===== src/rtl/mode_ctrl_pkg.sv =====
package mode_ctrl_pkg;

  localparam int PRIV_W = 2;
  localparam int MAT_W  = 2;

  // Packed from bit 9 down to bit 0; the read value depends on this order.
  typedef struct packed {
    logic             wpt;
    logic [MAT_W-1:0] dmat;
    logic [MAT_W-1:0] fmat;
    logic             paged;
    logic             direct;
    logic             ie;
    logic [PRIV_W-1:0] priv;
  } mode_t;

  localparam int MODE_W = $bits(mode_t);

  localparam logic [MAT_W-1:0]  MAT_SUC   = 2'b00;
  localparam logic [MAT_W-1:0]  MAT_CC    = 2'b01;
  localparam logic [PRIV_W-1:0] PRIV_HIGH = '0;

  // Fields restored on exception return, after source selection.
  typedef struct packed {
    logic [PRIV_W-1:0] priv;
    logic              wpt;
    logic              load_mat;
    logic [MAT_W-1:0]  fmat;
    logic [MAT_W-1:0]  dmat;
  } restore_t;

endpackage


===== src/rtl/mode_wr_merge.sv =====
module mode_wr_merge
  import mode_ctrl_pkg::*;
#(
  parameter int XLEN = 32
) (
  input  mode_t             cur,
  input  logic [XLEN-1:0]   wmask,
  input  logic [XLEN-1:0]   wdata,
  output mode_t             merged
);
  logic [MODE_W-1:0] cur_bits;
  logic [MODE_W-1:0] merged_bits;

  assign cur_bits = cur;

  // Only the implemented low bits take part; upper mask bits are dropped.
  for (genvar b = 0; b < MODE_W; b++) begin : g_bit
    assign merged_bits[b] = wmask[b] ? wdata[b] : cur_bits[b];
  end

  assign merged = mode_t'(merged_bits);

  logic unused_hi;
  if (XLEN > MODE_W) begin : g_unused
    assign unused_hi = ^{wmask[XLEN-1:MODE_W], wdata[XLEN-1:MODE_W]};
  end else begin : g_nounused
    assign unused_hi = 1'b0;
  end
endmodule


===== src/rtl/mode_ctx_select.sv =====
module mode_ctx_select
  import mode_ctrl_pkg::*;
(
  input  logic              merr_flag,
  input  logic [PRIV_W-1:0] merr_priv,
  input  logic              merr_wpt,
  input  logic [MAT_W-1:0]  merr_fmat,
  input  logic [MAT_W-1:0]  merr_dmat,
  input  logic              refill_flag,
  input  logic [PRIV_W-1:0] refill_priv,
  input  logic              refill_wpt,
  input  logic [PRIV_W-1:0] norm_priv,
  input  logic              norm_wpt,
  output restore_t          rst_sel
);
  // Fixed priority: machine error, then refill, then ordinary context.
  always_comb begin
    rst_sel = '0;
    if (merr_flag) begin
      rst_sel.priv     = merr_priv;
      rst_sel.wpt      = merr_wpt;
      rst_sel.load_mat = 1'b1;
      rst_sel.fmat     = merr_fmat;
      rst_sel.dmat     = merr_dmat;
    end else if (refill_flag) begin
      rst_sel.priv = refill_priv;
      rst_sel.wpt  = refill_wpt;
    end else begin
      rst_sel.priv = norm_priv;
      rst_sel.wpt  = norm_wpt;
    end
  end
endmodule


===== src/rtl/mode_next.sv =====
module mode_next
  import mode_ctrl_pkg::*;
(
  input  mode_t    cur,
  input  mode_t    wr_val,
  input  logic     wr_en,
  input  logic     enter,
  input  logic     merr_enter,
  input  logic     ret,
  input  restore_t rst_sel,
  output mode_t    nxt,
  output logic     load
);
  always_comb begin
    nxt  = cur;
    load = 1'b0;
    if (enter || merr_enter) begin
      load     = 1'b1;
      nxt.priv = PRIV_HIGH;
      nxt.wpt  = 1'b0;
      if (merr_enter) begin
        nxt.fmat = MAT_SUC;
        nxt.dmat = MAT_SUC;
      end
    end else if (ret) begin
      load     = 1'b1;
      nxt.priv = rst_sel.priv;
      nxt.wpt  = rst_sel.wpt;
      if (rst_sel.load_mat) begin
        nxt.fmat = rst_sel.fmat;
        nxt.dmat = rst_sel.dmat;
      end
    end else if (wr_en) begin
      load = 1'b1;
      nxt  = wr_val;
    end
  end
endmodule


===== src/rtl/mode_ctrl_reg.sv =====
module mode_ctrl_reg
  import mode_ctrl_pkg::*;
#(
  parameter int   XLEN       = 32,
  parameter logic RST_DIRECT = 1'b1
) (
  input  logic              clk,
  input  logic              rst_n,
  input  logic              csr_we,
  input  logic [XLEN-1:0]   csr_wmask,
  input  logic [XLEN-1:0]   csr_wdata,
  input  logic              exc_enter,
  input  logic              merr_enter,
  input  logic              exc_return,
  input  logic              merr_flag,
  input  logic [1:0]        merr_ctx_priv,
  input  logic              merr_ctx_wpt,
  input  logic [1:0]        merr_ctx_fmat,
  input  logic [1:0]        merr_ctx_dmat,
  input  logic              refill_flag,
  input  logic [1:0]        refill_ctx_priv,
  input  logic              refill_ctx_wpt,
  input  logic [1:0]        norm_ctx_priv,
  input  logic              norm_ctx_wpt,
  output logic [XLEN-1:0]   csr_rdata,
  output logic [1:0]        priv_lvl,
  output logic              int_en,
  output logic              direct_xlat,
  output logic              paged_xlat,
  output logic [1:0]        fetch_mat,
  output logic [1:0]        data_mat,
  output logic              wpt_en
);
  localparam mode_t RST_VAL = '{wpt: 1'b0, dmat: MAT_SUC, fmat: MAT_SUC,
                                paged: 1'b0, direct: RST_DIRECT, ie: 1'b0,
                                priv: PRIV_HIGH};

  mode_t    mode_q, mode_d, wr_val;
  restore_t rst_sel;
  logic     load;

  mode_wr_merge #(.XLEN(XLEN)) u_merge (
    .cur    (mode_q),
    .wmask  (csr_wmask),
    .wdata  (csr_wdata),
    .merged (wr_val)
  );

  mode_ctx_select u_sel (
    .merr_flag   (merr_flag),
    .merr_priv   (merr_ctx_priv),
    .merr_wpt    (merr_ctx_wpt),
    .merr_fmat   (merr_ctx_fmat),
    .merr_dmat   (merr_ctx_dmat),
    .refill_flag (refill_flag),
    .refill_priv (refill_ctx_priv),
    .refill_wpt  (refill_ctx_wpt),
    .norm_priv   (norm_ctx_priv),
    .norm_wpt    (norm_ctx_wpt),
    .rst_sel     (rst_sel)
  );

  mode_next u_next (
    .cur        (mode_q),
    .wr_val     (wr_val),
    .wr_en      (csr_we),
    .enter      (exc_enter),
    .merr_enter (merr_enter),
    .ret        (exc_return),
    .rst_sel    (rst_sel),
    .nxt        (mode_d),
    .load       (load)
  );

  always_ff @(posedge clk or negedge rst_n) begin
    if (!rst_n)    mode_q <= RST_VAL;
    else if (load) mode_q <= mode_d;
  end

  if (XLEN > MODE_W) begin : g_pad
    assign csr_rdata = {{(XLEN-MODE_W){1'b0}}, mode_q};
  end else begin : g_nopad
    assign csr_rdata = mode_q[XLEN-1:0];
  end

  assign priv_lvl    = mode_q.priv;
  assign int_en      = mode_q.ie;
  assign direct_xlat = mode_q.direct;
  assign paged_xlat  = mode_q.paged;
  assign fetch_mat   = mode_q.fmat;
  assign data_mat    = mode_q.dmat;
  assign wpt_en      = mode_q.wpt;


  entry_clears_chk: assert property (@(posedge clk) disable iff (!rst_n)
    (exc_enter || merr_enter) |=> (priv_lvl == 2'd0 && !wpt_en &&
      int_en == $past(int_en) && direct_xlat == $past(direct_xlat) &&
      paged_xlat == $past(paged_xlat)));


  merr_mat_clear_chk: assert property (@(posedge clk) disable iff (!rst_n)
    merr_enter |=> (fetch_mat == 2'b00 && data_mat == 2'b00));


  ret_merr_src_chk: assert property (@(posedge clk) disable iff (!rst_n)
    (exc_return && !exc_enter && !merr_enter && merr_flag) |=>
      (priv_lvl == $past(merr_ctx_priv) && wpt_en == $past(merr_ctx_wpt) &&
       fetch_mat == $past(merr_ctx_fmat) && data_mat == $past(merr_ctx_dmat)));


  ret_refill_src_chk: assert property (@(posedge clk) disable iff (!rst_n)
    (exc_return && !exc_enter && !merr_enter && !merr_flag && refill_flag) |=>
      (priv_lvl == $past(refill_ctx_priv) && wpt_en == $past(refill_ctx_wpt) &&
       fetch_mat == $past(fetch_mat) && data_mat == $past(data_mat)));


  ret_norm_src_chk: assert property (@(posedge clk) disable iff (!rst_n)
    (exc_return && !exc_enter && !merr_enter && !merr_flag && !refill_flag) |=>
      (priv_lvl == $past(norm_ctx_priv) && wpt_en == $past(norm_ctx_wpt)));


  idle_hold_chk: assert property (@(posedge clk) disable iff (!rst_n)
    (!csr_we && !exc_enter && !merr_enter && !exc_return) |=> $stable(csr_rdata));
endmodule


===== config.mk =====
export PLATFORM = sky130hd
export DESIGN_NAME = mode_ctrl_reg
export DESIGN_NICKNAME = d
export VERILOG_FILES = /design/src/rtl/mode_ctrl_pkg.sv /design/src/rtl/mode_wr_merge.sv /design/src/rtl/mode_ctx_select.sv /design/src/rtl/mode_next.sv /design/src/rtl/mode_ctrl_reg.sv
export SDC_FILE = /design/constraint.sdc
export NUM_CORES = 1
export LEC_CHECK = 0
export ABC_CLOCK_PERIOD_IN_PS = 940
export BUFFER_PORTS_ARGS = -buffer_cell sky130_fd_sc_hd__buf_2
export CAP_MARGIN = 5
export CORE_MARGIN = 2
export CORE_UTILIZATION = 30
export DETAILED_ROUTE_END_ITERATION = 12
export MAX_ROUTING_LAYER = met4
export PLACE_DENSITY = 0.81
export SKIP_CTS_REPAIR_TIMING = 1
export SYNTH_ARGS = -nofsm -noshare
export SYNTH_HDL_FRONTEND = slang
export SYNTH_SLANG_ARGS = --single-unit

===== constraint.sdc =====
create_clock -name clk -period 0.94 [get_ports clk]
set_clock_uncertainty 0.1 [all_clocks]
set_input_delay 0.188 -clock clk [delete_from_list [all_inputs] [get_ports clk]]
set_output_delay 0.188 -clock clk [all_outputs]
set_load 0.01 [all_outputs]

Yosys cells after proc, flatten, opt, wreduce, memory -nomap -nowiden

Cells that the tools add are included.

Eq/ne operators: 2
Mux-type cells: 23
Bitwise gates (word level): 2
Reduce and logical (&&, ||, !) cells: 19

Operators with widths:

| cell                                          | number |
|---|---|
| AND reduction 5 bit                           | 7 |
| nonzero test 3 bit                            | 8 |
| 2-to-1 mux 5 bit                              | 3 |
| 2-to-1 mux 1 bit                              | 13 |
| 2-to-1 mux 10 bit                             | 1 |
| AND reduction 3 bit                           | 3 |
| 2-to-1 mux 4 bit                              | 2 |
| 2-to-1 mux 3 bit                              | 2 |
| 2-to-1 mux 2 bit                              | 2 |
| != test 3 x 1 -> 1 bit, second input constant | 1 |
| != test 2 bit, second input constant          | 1 |
| inverter 1 bit                                | 2 |
| logical OR 1 bit                              | 1 |

Register bits after elaboration: 10
Input port bits: 85
Output and inout bits: 42
Logic and storage cells: 56

Logic depth before layout (Yosys ltp)

Depth in word-level cells: 4
Gate-level depth with buffers: 5
Mapped depth without buffers: 3

Modules after synthesis

Synthesis repeated with hierarchy kept, for this count alone.

Cells, all modules: 109
Area total of the unflattened synthesis: 1,148.6 µm²

Modules (own cells, without submodules):

| module          | instances | cells an instance | area each (µm²) | sequential area each (µm²) |
|---|---|---|---|---|
| mode_ctrl_reg   | 1         | 54                | 656.9           | 251.5 |
| mode_next       | 1         | 30                | 247.7           | 0.0 |
| mode_wr_merge   | 1         | 10                | 150.1           | 0.0 |
| mode_ctx_select | 1         | 15                | 93.8            | 0.0 |

Worst setup path after synthesis

No wires, ideal clock.

Path type: input port to flip-flop
Start: input merr_enter
End: register mode_q, in the netlist int_en
Arrival time: 1.104 ns
Slack: -0.389 ns
Cell stages on the path: 4
Path buffers: 1
Cell sequence: buf_4 -> nor4b_4 -> nand2_1 -> mux2_4

Longest elaborated chain between the ends: 3
Elaborated cells on any way between the ends: 4
Classes of those cells: mux: 1; bitwise: 1; reduce/logical: 2

RTL lines:

| item                                                      | RTL line            | text |
|---|---|---|
| start: declaration                                        | mode_ctrl_reg.sv:13 | `input logic merr_enter,` |
| logical OR 1 bit (*)                                      | mode_next.sv:17     | `if (enter \|\| merr_enter) begin` |
| 2-to-1 mux 1 bit / inverter 1 bit (equally long branches) | --                  |  |
| AND reduction 5 bit (no line) (*)                         | --                  |  |
| end signal: assignment                                    | mode_ctrl_reg.sv:77 | `else if (load) mode_q <= mode_d;` |
| end: declaration                                          | mode_ctrl_reg.sv:38 | `mode_t mode_q, mode_d, wr_val;` |

Every way passes the cells marked *; elsewhere a longest branch is shown, timed or not.
A chain may end at the register's enable or synchronous reset.

Worst setup path in the final report

Start: register mode_q, in the netlist direct_xlat
End: output csr_rdata[3]

RTL lines:

| item             | RTL line            | text |
|---|---|---|
| end: declaration | mode_ctrl_reg.sv:25 | `output logic [XLEN-1:0] csr_rdata,` |

No word-level cell between the ends.

==> impl_metrics.json <==
{
  "layout_common_cells": "buf_2, conb_1, buf_4, dfrtp_1, mux2_4",
  "max_cap_violations": 0,
  "drive_above_1_share": 0.690,
  "final_common_cell": "buf_2",
  "track_usage": 0.118,
  "drt_iter0_markers": 21,
  "drt-vias-per-instance": 4.45,
  "wl_per_cell_um": 11.4,
  "cp-end-kind": "output port",
  "syn_inst": 87,
  "criticalPathCategory": "reg -> out",
  "start_util": 0.314,
  "cts_tree": "done",
  "worstHoldStart": "csr_wdata[2]",
  "gr-usage-met1": 0.137,
  "setup_viol": 30,
  "crit_family": "flip-flops",
  "gr-usage-met2": 0.200,
  "ant_nets": 0,
  "cts_buffers": 3,
  "cellPowerDensity_nw_per_um2": 1090,
  "period_needed_ns": 1.21,
  "antenna_found_initial": 0,
  "dp_cells": 175,
  "grt_first_pass_wirelength_um": 2870,
  "finalHoldViolCount": 0,
  "startpoint": "direct_xlat$_DFFE_PN1P_",
  "rsz0062_at_grt": "true",
  "clock_sinks": 10,
  "gp_congestion": 0.692,
  "hp-class": "in -> reg",
  "dieHeight_um": 57.7,
  "synth.distinct_cells": 22,
  "final_nets": 241,
  "use_met3": 0.0290,
  "top_usage_layer": "met2",
  "grt-ovfl-total": 0,
  "drt_pass1_iterations": 4,
  "num_rows": 19,
  "clk_path_buf_depth": 2,
  "synth.largest_area_cell": "buf_4",
  "htreeDepth": 1,
  "core_area_um2": 2760,
  "clk_pin_slew_ns": 0.07,
  "worstRegToRegCells": 2,
  "io_buffers": 60,
  "path_cells": "buf_2",
  "crit_path_top_delay_cell": "dfstp_2",
  "start_kind": "flip-flop",
  "clock_latency_ns": 0.26,
  "syn_avg_cell_area_um2": 9.95,
  "regToRegStartpoint": "fetch_mat[0]$_DFFE_PN0P_",
  "ys_ff_latch": 10,
  "cp.buffers_inverters": 1,
  "fin_ws_ns": -0.273,
  "drt-total-wl_um": 2130,
  "synth_top_area_share": 0.286,
  "ys_seq_area_frac": 0.290,
  "power_mw": 1.46,
  "drc": 0,
  "dp_hpwl_um": 1650,
  "area_growth_pct": 53.9,
  "status": "complete, but fails checks",
  "grt_pass1_vias": 631,
  "fmax_mhz": 825,
  "synthTopCellsByArea": "buf_4, dfrtp_1, mux2_2",
  "arrival_ns": 0.92,
  "diodes": 0,
  "p_leak_nw": 0.748,
  "fin_crit_sh": 1.29,
  "grt_max_degree": 11,
  "crit_required_ns": 0.65,
  "cts_root_buf": "clkbuf_4",
  "holdPathStages": 2,
  "syn_area_um2": 866,
  "layout.cells.non_filler": 186,
  "critPathMaxFanout": 3,
  "dpl_worst_slack_ns": -0.528,
  "cpPeakStageDelay_ns": 0.54,
  "slew_viol_final": 0,
  "cp_num_cells": 1,
  "dr_total_vias": 827,
  "synth.yosys.warnings": 0,
  "violations": "setup timing",
  "irDropWorstVdd_mv": 0.676,
  "dieArea_um2": 3330,
  "die_w_um": 57.7,
  "ios": 127
}
-- sequential cells by signal, indices dropped and copies added, names as in the netlist --
| signal | flops |
|---|---|
| int_en | 1 |
| data_mat | 2 |
| priv_lvl | 2 |
| fetch_mat | 2 |
| direct_xlat | 1 |
| paged_xlat | 1 |
| wpt_en | 1 |
-- stage by stage --
stage	utilization	TNS [ns]	hold slack, ns	area (um2)
after floorplan	-	-2.86	-0.208	956
after global placement	0.401	-4.50	-0.0318	1110
after detailed placement	0.401	-4.56	-0.0283	1110
after CTS	0.414	-5.28	-0.324	1140
after global routing	0.483	-5.31	0.0446	1330
final	0.483	-4.30	0.0525	1330
-- synthesized netlist by cell type (all sizes together) --
cell and n:
conb 1, dfstp 1, a22o 4, inv 1
a311oi 4, nor3 1, nand3b 1, o21ai 2
clkbuf 1, dfrtp 9, a22oi 4, nor4bb 1
nand2 5, mux2 10, buf 33, nor4b 2
and3b 1, and2b 1, a222oi 1, a21oi 4
-- logic make-up after synthesis --
kind of cell,Yosys count,synth area share
buf+inv,35,0.296
compound gates,19,0.162
simple gates,12,0.104
mux,10,0.143
flops,10,0.290
other cells,1,0.00433
-- area by class of cell --
cell class	count	area (um2)
Inverter	1	3.75
Sequential cell	10	251
Clock buffer	4	36.3
Multi-Input combinational cell	63	526
Fill cell	266	1430
Tap cell	31	38.8
Timing Repair Buffer	77	477
-- where the power goes --
group | total [mW] | leakage (nW) | internal [mW] | switching (mW)
sequential | 0.514 | 0.130 | 0.484 | 0.0307
combinational | 0.547 | 0.597 | 0.300 | 0.247
clock | 0.394 | 0.0210 | 0.235 | 0.159
-- final timing paths --
kind / end / slack, ns
max reg2reg: fetch_mat[0]$_DFFE_PN0P_ / -0.04
max: csr_rdata[3] / -0.27
max in group asynchronous: direct_xlat$_DFFE_PN1P_ / 0.26
min in group asynchronous: priv_lvl[0]$_DFFE_PN0P_ / 0.22
min reg2reg: data_mat[0]$_DFFE_PN0P_ / 0.44
min: int_en$_DFFE_PN0P_ / 0.05
-- per-layer routing --
metal,routed length (um),part of all wire
met1,857,0.40
met2,1030,0.48
met3,241,0.11
met4,0,0
met5,0,0
No activity file was read; power rests on OpenSTA's default activity.
